**src/rtl/sw_bus_pkg.sv**
```systemverilog
package sw_bus_pkg;

  typedef enum logic [2:0] {
    SEQ_IDLE,
    SEQ_RST_LOW,
    SEQ_RST_LISTEN,
    SEQ_BIT_LOW,
    SEQ_BIT_REC
  } seq_state_e;

  typedef struct packed {
    logic is_reset;
    logic bit_val;
  } bus_cmd_t;

  function automatic int max3(input int a, input int b, input int c);
    int m;
    m = (a > b) ? a : b;
    return (m > c) ? m : c;
  endfunction

endpackage

```
**src/rtl/sw_us_tick.sv**
```systemverilog
module sw_us_tick #(
  parameter int CLK_PER_US = 50
) (
  input  logic clk,
  input  logic rst_n,
  input  logic restart,
  output logic tick
);
  localparam int CW = (CLK_PER_US > 1) ? $clog2(CLK_PER_US) : 1;
  localparam logic [CW-1:0] LAST = CW'(CLK_PER_US - 1);

  logic [CW-1:0] cnt;

  always_ff @(posedge clk or negedge rst_n) begin
    if (!rst_n) begin
      cnt <= '0;
    end else if (restart || cnt == LAST) begin
      cnt <= '0;
    end else begin
      cnt <= cnt + 1'b1;
    end
  end

  assign tick = !restart && (cnt == LAST);
endmodule

```
**src/rtl/sw_line_sync.sv**
```systemverilog
module sw_line_sync #(
  parameter int STAGES = 2
) (
  input  logic clk,
  input  logic rst_n,
  input  logic line_in,
  output logic line_q
);
  logic [STAGES-1:0] sr;

  generate
    if (STAGES == 1) begin : g_single
      always_ff @(posedge clk or negedge rst_n) begin
        if (!rst_n) sr <= '1;
        else        sr <= line_in;
      end
    end else begin : g_chain
      always_ff @(posedge clk or negedge rst_n) begin
        if (!rst_n) sr <= '1;
        else        sr <= {sr[STAGES-2:0], line_in};
      end
    end
  endgenerate

  assign line_q = sr[STAGES-1];
endmodule

```
**src/rtl/sw_slot_seq.sv**
```systemverilog
module sw_slot_seq
  import sw_bus_pkg::*;
#(
  parameter int RST_LOW_US     = 480,
  parameter int RST_RX_US      = 480,
  parameter int PRES_SAMPLE_US = 70,
  parameter int ONE_LOW_US     = 6,
  parameter int ZERO_LOW_US    = 60,
  parameter int SLOT_US        = 65
) (
  input  logic     clk,
  input  logic     rst_n,
  input  logic     tick,
  input  logic     cmd_go,
  input  bus_cmd_t cmd,
  input  logic     line_q,
  output logic     busy,
  output logic     done,
  output logic     drive_low,
  output logic     presence
);
  localparam int US_MAX = max3(RST_LOW_US, RST_RX_US, SLOT_US);
  localparam int UW     = $clog2(US_MAX + 1);

  localparam logic [UW-1:0] RL_END   = UW'(RST_LOW_US - 1);
  localparam logic [UW-1:0] RX_END   = UW'(RST_RX_US - 1);
  localparam logic [UW-1:0] PS_AT    = UW'(PRES_SAMPLE_US - 1);
  localparam logic [UW-1:0] ONE_END  = UW'(ONE_LOW_US - 1);
  localparam logic [UW-1:0] ZERO_END = UW'(ZERO_LOW_US - 1);
  localparam logic [UW-1:0] SLOT_END = UW'(SLOT_US - 1);

  seq_state_e    state;
  logic [UW-1:0] us;
  logic          lat_bit;
  logic [UW-1:0] bit_low_end;

  assign bit_low_end = lat_bit ? ONE_END : ZERO_END;
  assign busy        = (state != SEQ_IDLE);

  always_ff @(posedge clk or negedge rst_n) begin
    if (!rst_n) begin
      state     <= SEQ_IDLE;
      us        <= '0;
      lat_bit   <= 1'b0;
      drive_low <= 1'b0;
      done      <= 1'b0;
      presence  <= 1'b0;
    end else begin
      done <= 1'b0;
      unique case (state)
        SEQ_IDLE: begin
          if (cmd_go) begin
            us        <= '0;
            drive_low <= 1'b1;
            lat_bit   <= cmd.bit_val;
            if (cmd.is_reset) begin
              state    <= SEQ_RST_LOW;
              presence <= 1'b0;
            end else begin
              state <= SEQ_BIT_LOW;
            end
          end
        end
        SEQ_RST_LOW: begin
          if (tick) begin
            if (us == RL_END) begin
              us        <= '0;
              drive_low <= 1'b0;
              state     <= SEQ_RST_LISTEN;
            end else begin
              us <= us + 1'b1;
            end
          end
        end
        SEQ_RST_LISTEN: begin
          if (tick) begin
            if (us == PS_AT) presence <= ~line_q;
            if (us == RX_END) begin
              state <= SEQ_IDLE;
              done  <= 1'b1;
            end else begin
              us <= us + 1'b1;
            end
          end
        end
        SEQ_BIT_LOW: begin
          if (tick) begin
            if (us == bit_low_end) begin
              drive_low <= 1'b0;
              state     <= SEQ_BIT_REC;
            end
            us <= us + 1'b1;
          end
        end
        SEQ_BIT_REC: begin
          if (tick) begin
            if (us == SLOT_END) begin
              state <= SEQ_IDLE;
              done  <= 1'b1;
            end else begin
              us <= us + 1'b1;
            end
          end
        end
        default: state <= SEQ_IDLE;
      endcase
    end
  end
endmodule

```
**src/rtl/sw_bus_master.sv**
```systemverilog
module sw_bus_master
  import sw_bus_pkg::*;
#(
  parameter int CLK_PER_US     = 50,
  parameter int RST_LOW_US     = 480,
  parameter int RST_RX_US      = 480,
  parameter int PRES_SAMPLE_US = 70,
  parameter int ONE_LOW_US     = 6,
  parameter int ZERO_LOW_US    = 60,
  parameter int SLOT_US        = 65,
  parameter int SYNC_STAGES    = 2
) (
  input  logic clk,
  input  logic rst_n,
  input  logic cmd_valid,
  output logic cmd_ready,
  input  logic cmd_reset,
  input  logic cmd_bit,
  output logic busy,
  output logic done,
  output logic presence,
  output logic line_drive_low,
  input  logic line_in
);
  logic     go;
  logic     us_tick;
  logic     line_q;
  bus_cmd_t cmd;

  assign cmd_ready    = !busy;
  assign go           = cmd_valid && cmd_ready;
  assign cmd.is_reset = cmd_reset;
  assign cmd.bit_val  = cmd_bit;

  sw_us_tick #(.CLK_PER_US(CLK_PER_US)) u_tick (
    .clk     (clk),
    .rst_n   (rst_n),
    .restart (go),
    .tick    (us_tick)
  );

  sw_line_sync #(.STAGES(SYNC_STAGES)) u_sync (
    .clk     (clk),
    .rst_n   (rst_n),
    .line_in (line_in),
    .line_q  (line_q)
  );

  sw_slot_seq #(
    .RST_LOW_US     (RST_LOW_US),
    .RST_RX_US      (RST_RX_US),
    .PRES_SAMPLE_US (PRES_SAMPLE_US),
    .ONE_LOW_US     (ONE_LOW_US),
    .ZERO_LOW_US    (ZERO_LOW_US),
    .SLOT_US        (SLOT_US)
  ) u_seq (
    .clk       (clk),
    .rst_n     (rst_n),
    .tick      (us_tick),
    .cmd_go    (go),
    .cmd       (cmd),
    .line_q    (line_q),
    .busy      (busy),
    .done      (done),
    .drive_low (line_drive_low),
    .presence  (presence)
  );
endmodule

```
**config.mk**
```make
export PLATFORM = sky130hd
export DESIGN_NAME = sw_bus_master
export DESIGN_NICKNAME = d
export VERILOG_FILES = /design/src/rtl/sw_bus_pkg.sv /design/src/rtl/sw_us_tick.sv /design/src/rtl/sw_line_sync.sv /design/src/rtl/sw_slot_seq.sv /design/src/rtl/sw_bus_master.sv
export SDC_FILE = /design/constraint.sdc
export NUM_CORES = 1
export LEC_CHECK = 0
export BUFFER_PORTS_ARGS = -buffer_cell sky130_fd_sc_hd__buf_2
export CORE_UTILIZATION = 65
export CTS_BUF_LIST = sky130_fd_sc_hd__clkbuf_8
export CTS_CLUSTER_SIZE = 24
export DETAILED_ROUTE_END_ITERATION = 10
export PLACE_DENSITY = 0.95
export SYNTH_ARGS = -nofsm -noshare
export SYNTH_HDL_FRONTEND = slang
export SYNTH_HIERARCHICAL = 1
export SYNTH_SLANG_ARGS = --single-unit
```
**constraint.sdc**
```tcl
create_clock -name clk -period 5.7 [get_ports clk]
set_input_delay 0.285 -clock clk [delete_from_list [all_inputs] [get_ports clk]]
set_output_delay 0.285 -clock clk [all_outputs]
set_load 0.02 [all_outputs]
```
## Yosys cells after proc, flatten, opt, wreduce, memory -nomap -nowiden

Index checks and enable logic that the tools add are counted.

| operators by class | value |
|---|---|
| add/subtract/negate cells | 2 |
| equality and inequality tests | 22 |
| multiplexer cells | 38 |
| bitwise operators | 1 |
| reductions and logical operators | 15 |

Operators with widths:

| kind | number |
|---|---|
| $mux W9 | 8 |
| $pmux W9 S5 | 1 |
| $mux W3 | 9 |
| $eq A9 B7 Y1 const B | 2 |
| $ne A2 B1 Y1 const B | 9 |
| $pmux W3 S5 | 1 |
| $mux W1 | 13 |
| $mux W6 | 2 |
| $add A9 B1 Y9 const B | 1 |
| $eq A9 B9 Y1 | 1 |
| $eq A9 B9 Y1 const B | 1 |
| $reduce_and A9 Y1 | 1 |
| $ne A2 B2 Y1 const B | 4 |
| $reduce_and A8 Y1 | 1 |
| $add A6 B1 Y6 const B | 1 |
| $eq A3 B2 Y1 const B | 2 |
| $eq A6 B6 Y1 const B | 1 |
| $reduce_and A6 Y1 | 1 |
| $reduce_bool A3 Y1 | 2 |
| $reduce_and A5 Y1 | 1 |
| $reduce_bool A5 Y1 | 1 |
| $pmux W1 S2 | 2 |
| $eq A3 B1 Y1 const B | 1 |
| $eq A3 B3 Y1 const B | 1 |
| 9 further kinds | 11 |

| storage, ports and cells | value |
|---|---|
| register bits | 24 |
| logic and storage cells | 86 |

## Logic depth before layout (Yosys ltp)

| depth | value |
|---|---|
| depth after elaboration | 7 |
| gate-level depth with buffers | 9 |
| gate-level depth less buffers | 9 |

## Modules after synthesis

The synthesis kept the hierarchy.

Modules (own cells, without submodules):

| module | instances | cells an instance | area an instance (µm²) |
|---|---|---|---|
| sw_slot_seq | 1 | 132 | 1166.1 |
| sw_us_tick | 1 | 27 | 282.8 |
| sw_line_sync | 1 | 2 | 52.6 |
| sw_bus_master | 1 | 2 | 10.0 |

## Worst setup path after synthesis

No wires, ideal clock.

| timing | value |
|---|---|
| path kind | reg-to-reg |
| start point | register u_seq.state[0] |
| end point | register u_seq.us[6] |
| library setup time | 0.121 ns |
| data arrival time | 2.370 ns |
| required time | 5.579 ns |
| slack | 3.209 ns |
| cell stages (with the launch flop) | 10 |
| clock period less this slack | 2.491 ns |
| cells stage by stage | dfrtp_1 buf_2 or3_1 nor2b_1 nor2_1 o21ai_0 a21boi_0 o22ai_1 and3_1 a22o_1 |

| on the way | value |
|---|---|
| cells in the longest elaborated chain, start to end | 7 |
| elaborated cells on any way between the ends | 20 |

Ends and longest elaborated chain:

| item | RTL line | text |
|---|---|---|
| from (decl) | sw_slot_seq.sv:32 | `seq_state_e state;` |
| from (signal assigned) | sw_slot_seq.sv:42 | `state <= SEQ_IDLE;` |
| from (signal assigned) | sw_slot_seq.sv:57 | `state <= SEQ_RST_LOW;` |
| from (signal assigned) | sw_slot_seq.sv:60 | `state <= SEQ_BIT_LOW;` |
| $reduce_bool A3 Y1 * | sw_slot_seq.sv:38 | `assign busy = (state != SEQ_IDLE);` |
| via busy | sw_bus_master.sv:19 | `output logic busy,` |
| $logic_not A1 Y1 * | sw_bus_master.sv:30 | `assign cmd_ready = !busy;` |
| $logic_and A1 B1 Y1 * | sw_bus_master.sv:31 | `assign go = cmd_valid && cmd_ready;` |
| via go | sw_bus_master.sv:25 | `logic go;` |
| $logic_not A1 Y1 * | sw_us_tick.sv:24 | `assign tick = !restart && (cnt == LAST);` |
| $logic_and A1 B1 Y1 * | sw_us_tick.sv:24 |  |
| via us_tick | sw_bus_master.sv:26 | `logic us_tick;` |
| $ne A2 B1 Y1 (no source line) | -- |  |
| $reduce_and A8 Y1 (no source line) * | -- |  |
| to (signal assigned) | sw_slot_seq.sv:71 | `us <= us + 1'b1;` |
| to (signal assigned) | sw_slot_seq.sv:82 | `us <= us + 1'b1;` |
| to (signal assigned) | sw_slot_seq.sv:92 | `us <= us + 1'b1;` |
| to (decl) | sw_slot_seq.sv:33 | `logic [UW-1:0] us;` |

Mark *: on every way through the listed nets, which the timed path passes. The rest lies on a longest branch.
A chain may end at the register's enable or synchronous reset.

## Worst setup path after layout

| timing | value |
|---|---|
| start point | register u_seq.state[2] |
| end point | register u_seq.us[6] |

| on the way | value |
|---|---|
| cells in the longest elaborated chain, start to end | 7 |
| elaborated cells on any way between the ends | 20 |

Ends and longest elaborated chain:

| item | RTL line |
|---|---|
| $reduce_bool A3 Y1 * | sw_slot_seq.sv:38 |
| $logic_not A1 Y1 * | sw_bus_master.sv:30 |
| $logic_and A1 B1 Y1 * | sw_bus_master.sv:31 |
| via go | sw_bus_master.sv:25 |
| $logic_not A1 Y1 * | sw_us_tick.sv:24 |
| $logic_and A1 B1 Y1 * | sw_us_tick.sv:24 |
| via us_tick | sw_bus_master.sv:26 |
| $ne A2 B1 Y1 (no source line) | -- |
| $reduce_and A8 Y1 (no source line) * | -- |

Marked as above.

==> results.yml <==
power_and_ir_drop:
  irDropWorstVdd_uv: 303
  pwr-share-clk_pct: 23.0
  seqPwrFrac_pct: 54.2
  switching_share_pct: 32.5
  combPwrFrac_pct: 22.8
  power_switching_w: 0.000141
  p_per_area_nw_per_um2: 271
  leakage_nw: 0.690
  p_int_w: 0.000293
clocking:
  cts_tree: "yes"
  cts_made_buffers: 3
  clockBufferDepth: 2
  cts_setup_buffers: 0
  cts_sinks: 24
  clk_pin_slew_ps: 80
  ctsHoldBuffers: 0
  cts-resized-gates: 0
  htree_levels: 1
  clock-root-buffer: "clkbuf_8"
  insertion_delay_ps: 260
synthesis:
  syn-instance-count: 163
  synth.largest_area_cell: "dfrtp_1"
  synthXorXnorAreaFrac_pct: 1.74
  synth_warnings: 6
  synth_adder_area_share_pct: 4.14
  post-synth-top-area-fraction_pct: 36.4
  synth-simple-area-share_pct: 30.0
  ys_ff_latch: 24
  synth_mux_area_share_pct: 0.662
  ys_types: 49
  syn_nets: 174
  synth_edf_count: 0
  netlist_area_sq_um: 1510
  synth.most_common_cell: "dfrtp_1"
  ys_seq_area_share_pct: 39.9
  ys_top_cells_by_count: "dfrtp_1 (22), nor2_1 (17), nand2_1 (15), nand3_1 (11), o21ai_0 (11)"
  synth_area_leaders: "dfrtp_1 (36%), nor2_1 (4.2%), ha_1 (4.1%)"
  synthFlopType: "dfrtp_1"
  synthArstFlopShare_pct: 100
  synth_area_per_cell_sq_um: 9.27
  synth_compound_area_share_pct: 19.0
  synth_top_family_by_area: "simple AND/OR/NAND/NOR gates"
timing:
  fin_crit_ps: 2770
  finalHoldViolCount: 22
  hold_slack_ps: -16.0
  fmax_mhz: 361
  skew_ps: 7.34
  tns_ps: 0
  slew_viol_final: 0
  grt_setup_unrepaired: "no"
  max-slew-margin-rel_pct: 65.0
  finalCritPeriodShare_pct: 48.6
  worst_slew_pin_slew_ps: 525
  setup_violations: 0
route:
  ant_nets: 0
  vias_per_cell: 6.60
  drt_first_pass_iters: 4
  num_vias: 1314
  drcViolationCount: 0
  wl_per_cell_microns: 16.0
  wirelength_microns: 3180
  drt-initial-drc-count: 88
global_routing:
  grt_usage_pct: 29.9
  antenna_found_initial: 0
  grt_pass1_vias: 1250
  grt.overflow.total: 0
  grt_max_degree: 25
  grt_pass1_wl_microns: 5650
layout:
  stdcell_count: 199
  register_area_sq_um: 603
  fin_nets: 183
  drive_above_1_share_pct: 17.0
  multi_input_area_sq_um: 841
  area_delta_synth_final_pct: 5.88
  diodes: 0
  fillCellCount: 170
worst_setup_path:
  worstPathRequired_ps: 5860
  arrival_ps: 2930
  cp-end-kind: "register"
  cp-start-kind: "register"
  cp_max_fo: 14
  critical_path_class: "register to register"
placed_design:
  io_buffer_count: 10
  dp.cells: 195
  post-dp-hpwl_microns: 2320
  place_congestion: 0.942
outcome:
  status: "finished, violations left"
  violations: "hold timing"
die:
  die_w_microns: 50.2
  dieArea_sq_um: 2520
  io_pins: 11
  row_count: 17
  core-area_sq_um: 2210
  start_util_pct: 68.3
  dieHeight_microns: 50.2
min_path:
  hold_class: "input port to async pin"
job:
  cap_violations: 0
power by group through the flow:
stage                     clock [W]  combinational [W]  sequential [W]
final                     0.0000999          0.0000990        0.000235
after global routing       0.000109           0.000118        0.000242
after CTS                  0.000102          0.0000988        0.000235
after detailed placement          0          0.0000985        0.000238
after global placement            0          0.0000928        0.000237
after floorplan                   0          0.0000797        0.000231
critical path, stage by stage, from the launching register on:
cell and delay (ps):
dfrtp_1 520, or3_1 490, nor2b_1 330, nor2_1 180, o21ai_0 160, a21boi_0 360
o22ai_1 200, and3_1 210, a22o_1 200
per-stage QoR:
stage                     power [W]  util, %  hold slack [ps]  cell area [sq um]  worst slack (ps)
final                      0.000434     72.3            -16.0               1600              2930
after CTS                  0.000436     72.3             9.76               1600              2970
after detailed placement   0.000336     70.3              295               1560              3000
after global routing       0.000469     72.3             27.7               1600              2690
after floorplan            0.000311        -            -10.6               1510              3210
after global placement     0.000329     70.3              278               1560              3130
cell usage in the layout (no fill, tap or decap), drive strengths merged, types with 2 or more instances in the layout:
master,instances
nand4,6
nand3,13
o21ai,12
dfstp,2
nor4b,2
a22o,4
nor2,17
or3,3
o22ai,3
a21oi,3
nor3,2
buf,10
nand2,15
nor2b,4
ha,5
and3,3
nor4,2
a41o,2
a211oi,2
a211o,2
and4,2
nand2b,5
a32oi,2
clkbuf,3
dfrtp,22
xor2,2
o211ai,2
inv,8
routing by layer:
layer / global-route usage (%) / up-vias / wire (microns)
li1: - / 620 / -
met4: 14.8 / 0 / 45
met2: 47.3 / 60 / 1530
met3: 3.03 / 7 / 164
met1: 40.7 / 627 / 1440
met5: 0 / - / 0
path summary, 6_finish.rpt:
kind / end / from / cells after the start / slack [ps]
min in group clk: u_sync/sr[0] / line_in / 1 / 120
max in group asynchronous: u_sync/sr[0] / rst_n / 1 / 5340
hold / removal: u_seq/us[3] / rst_n / 1 / -20
setup / recovery: u_seq/us[6] / u_seq/state[2] / 8 / 2930
setup reg to reg: u_seq/us[6] / u_seq/state[2] / 8 / 2930
hold reg to reg: u_sync/sr[1] / u_sync/sr[0] / 0 / 360
kinds of logic after synthesis:
logic type / count (synthesis)
XOR/XNOR: 3
adder cells (fa/ha/maj): 5
multiplexers: 1
AND/OR/NAND/NOR: 79
flip-flops: 24
buffers and inverters: 13
AO/OA/AOI/OAI: 38
final cells by class:
type / count / share of cell area [%]
clock buffer: 3 / 2.58
clock inverter: 1 / 0.235
inverter: 7 / 1.64
multi-input combinational: 126 / 52.5
sequential: 24 / 37.7
tap: 28 / 2.19
timing repair buffer: 10 / 3.13
registers in the layout, indices dropped and copies added (netlist names):
register and count:
u_seq/done 1, u_seq/us 9, u_seq/lat_bit 1, u_tick/cnt 6, u_sync/sr 2, u_seq/state 3
u_seq/presence 1, u_seq/drive_low 1
No activity file was read; power rests on OpenSTA's default activity.
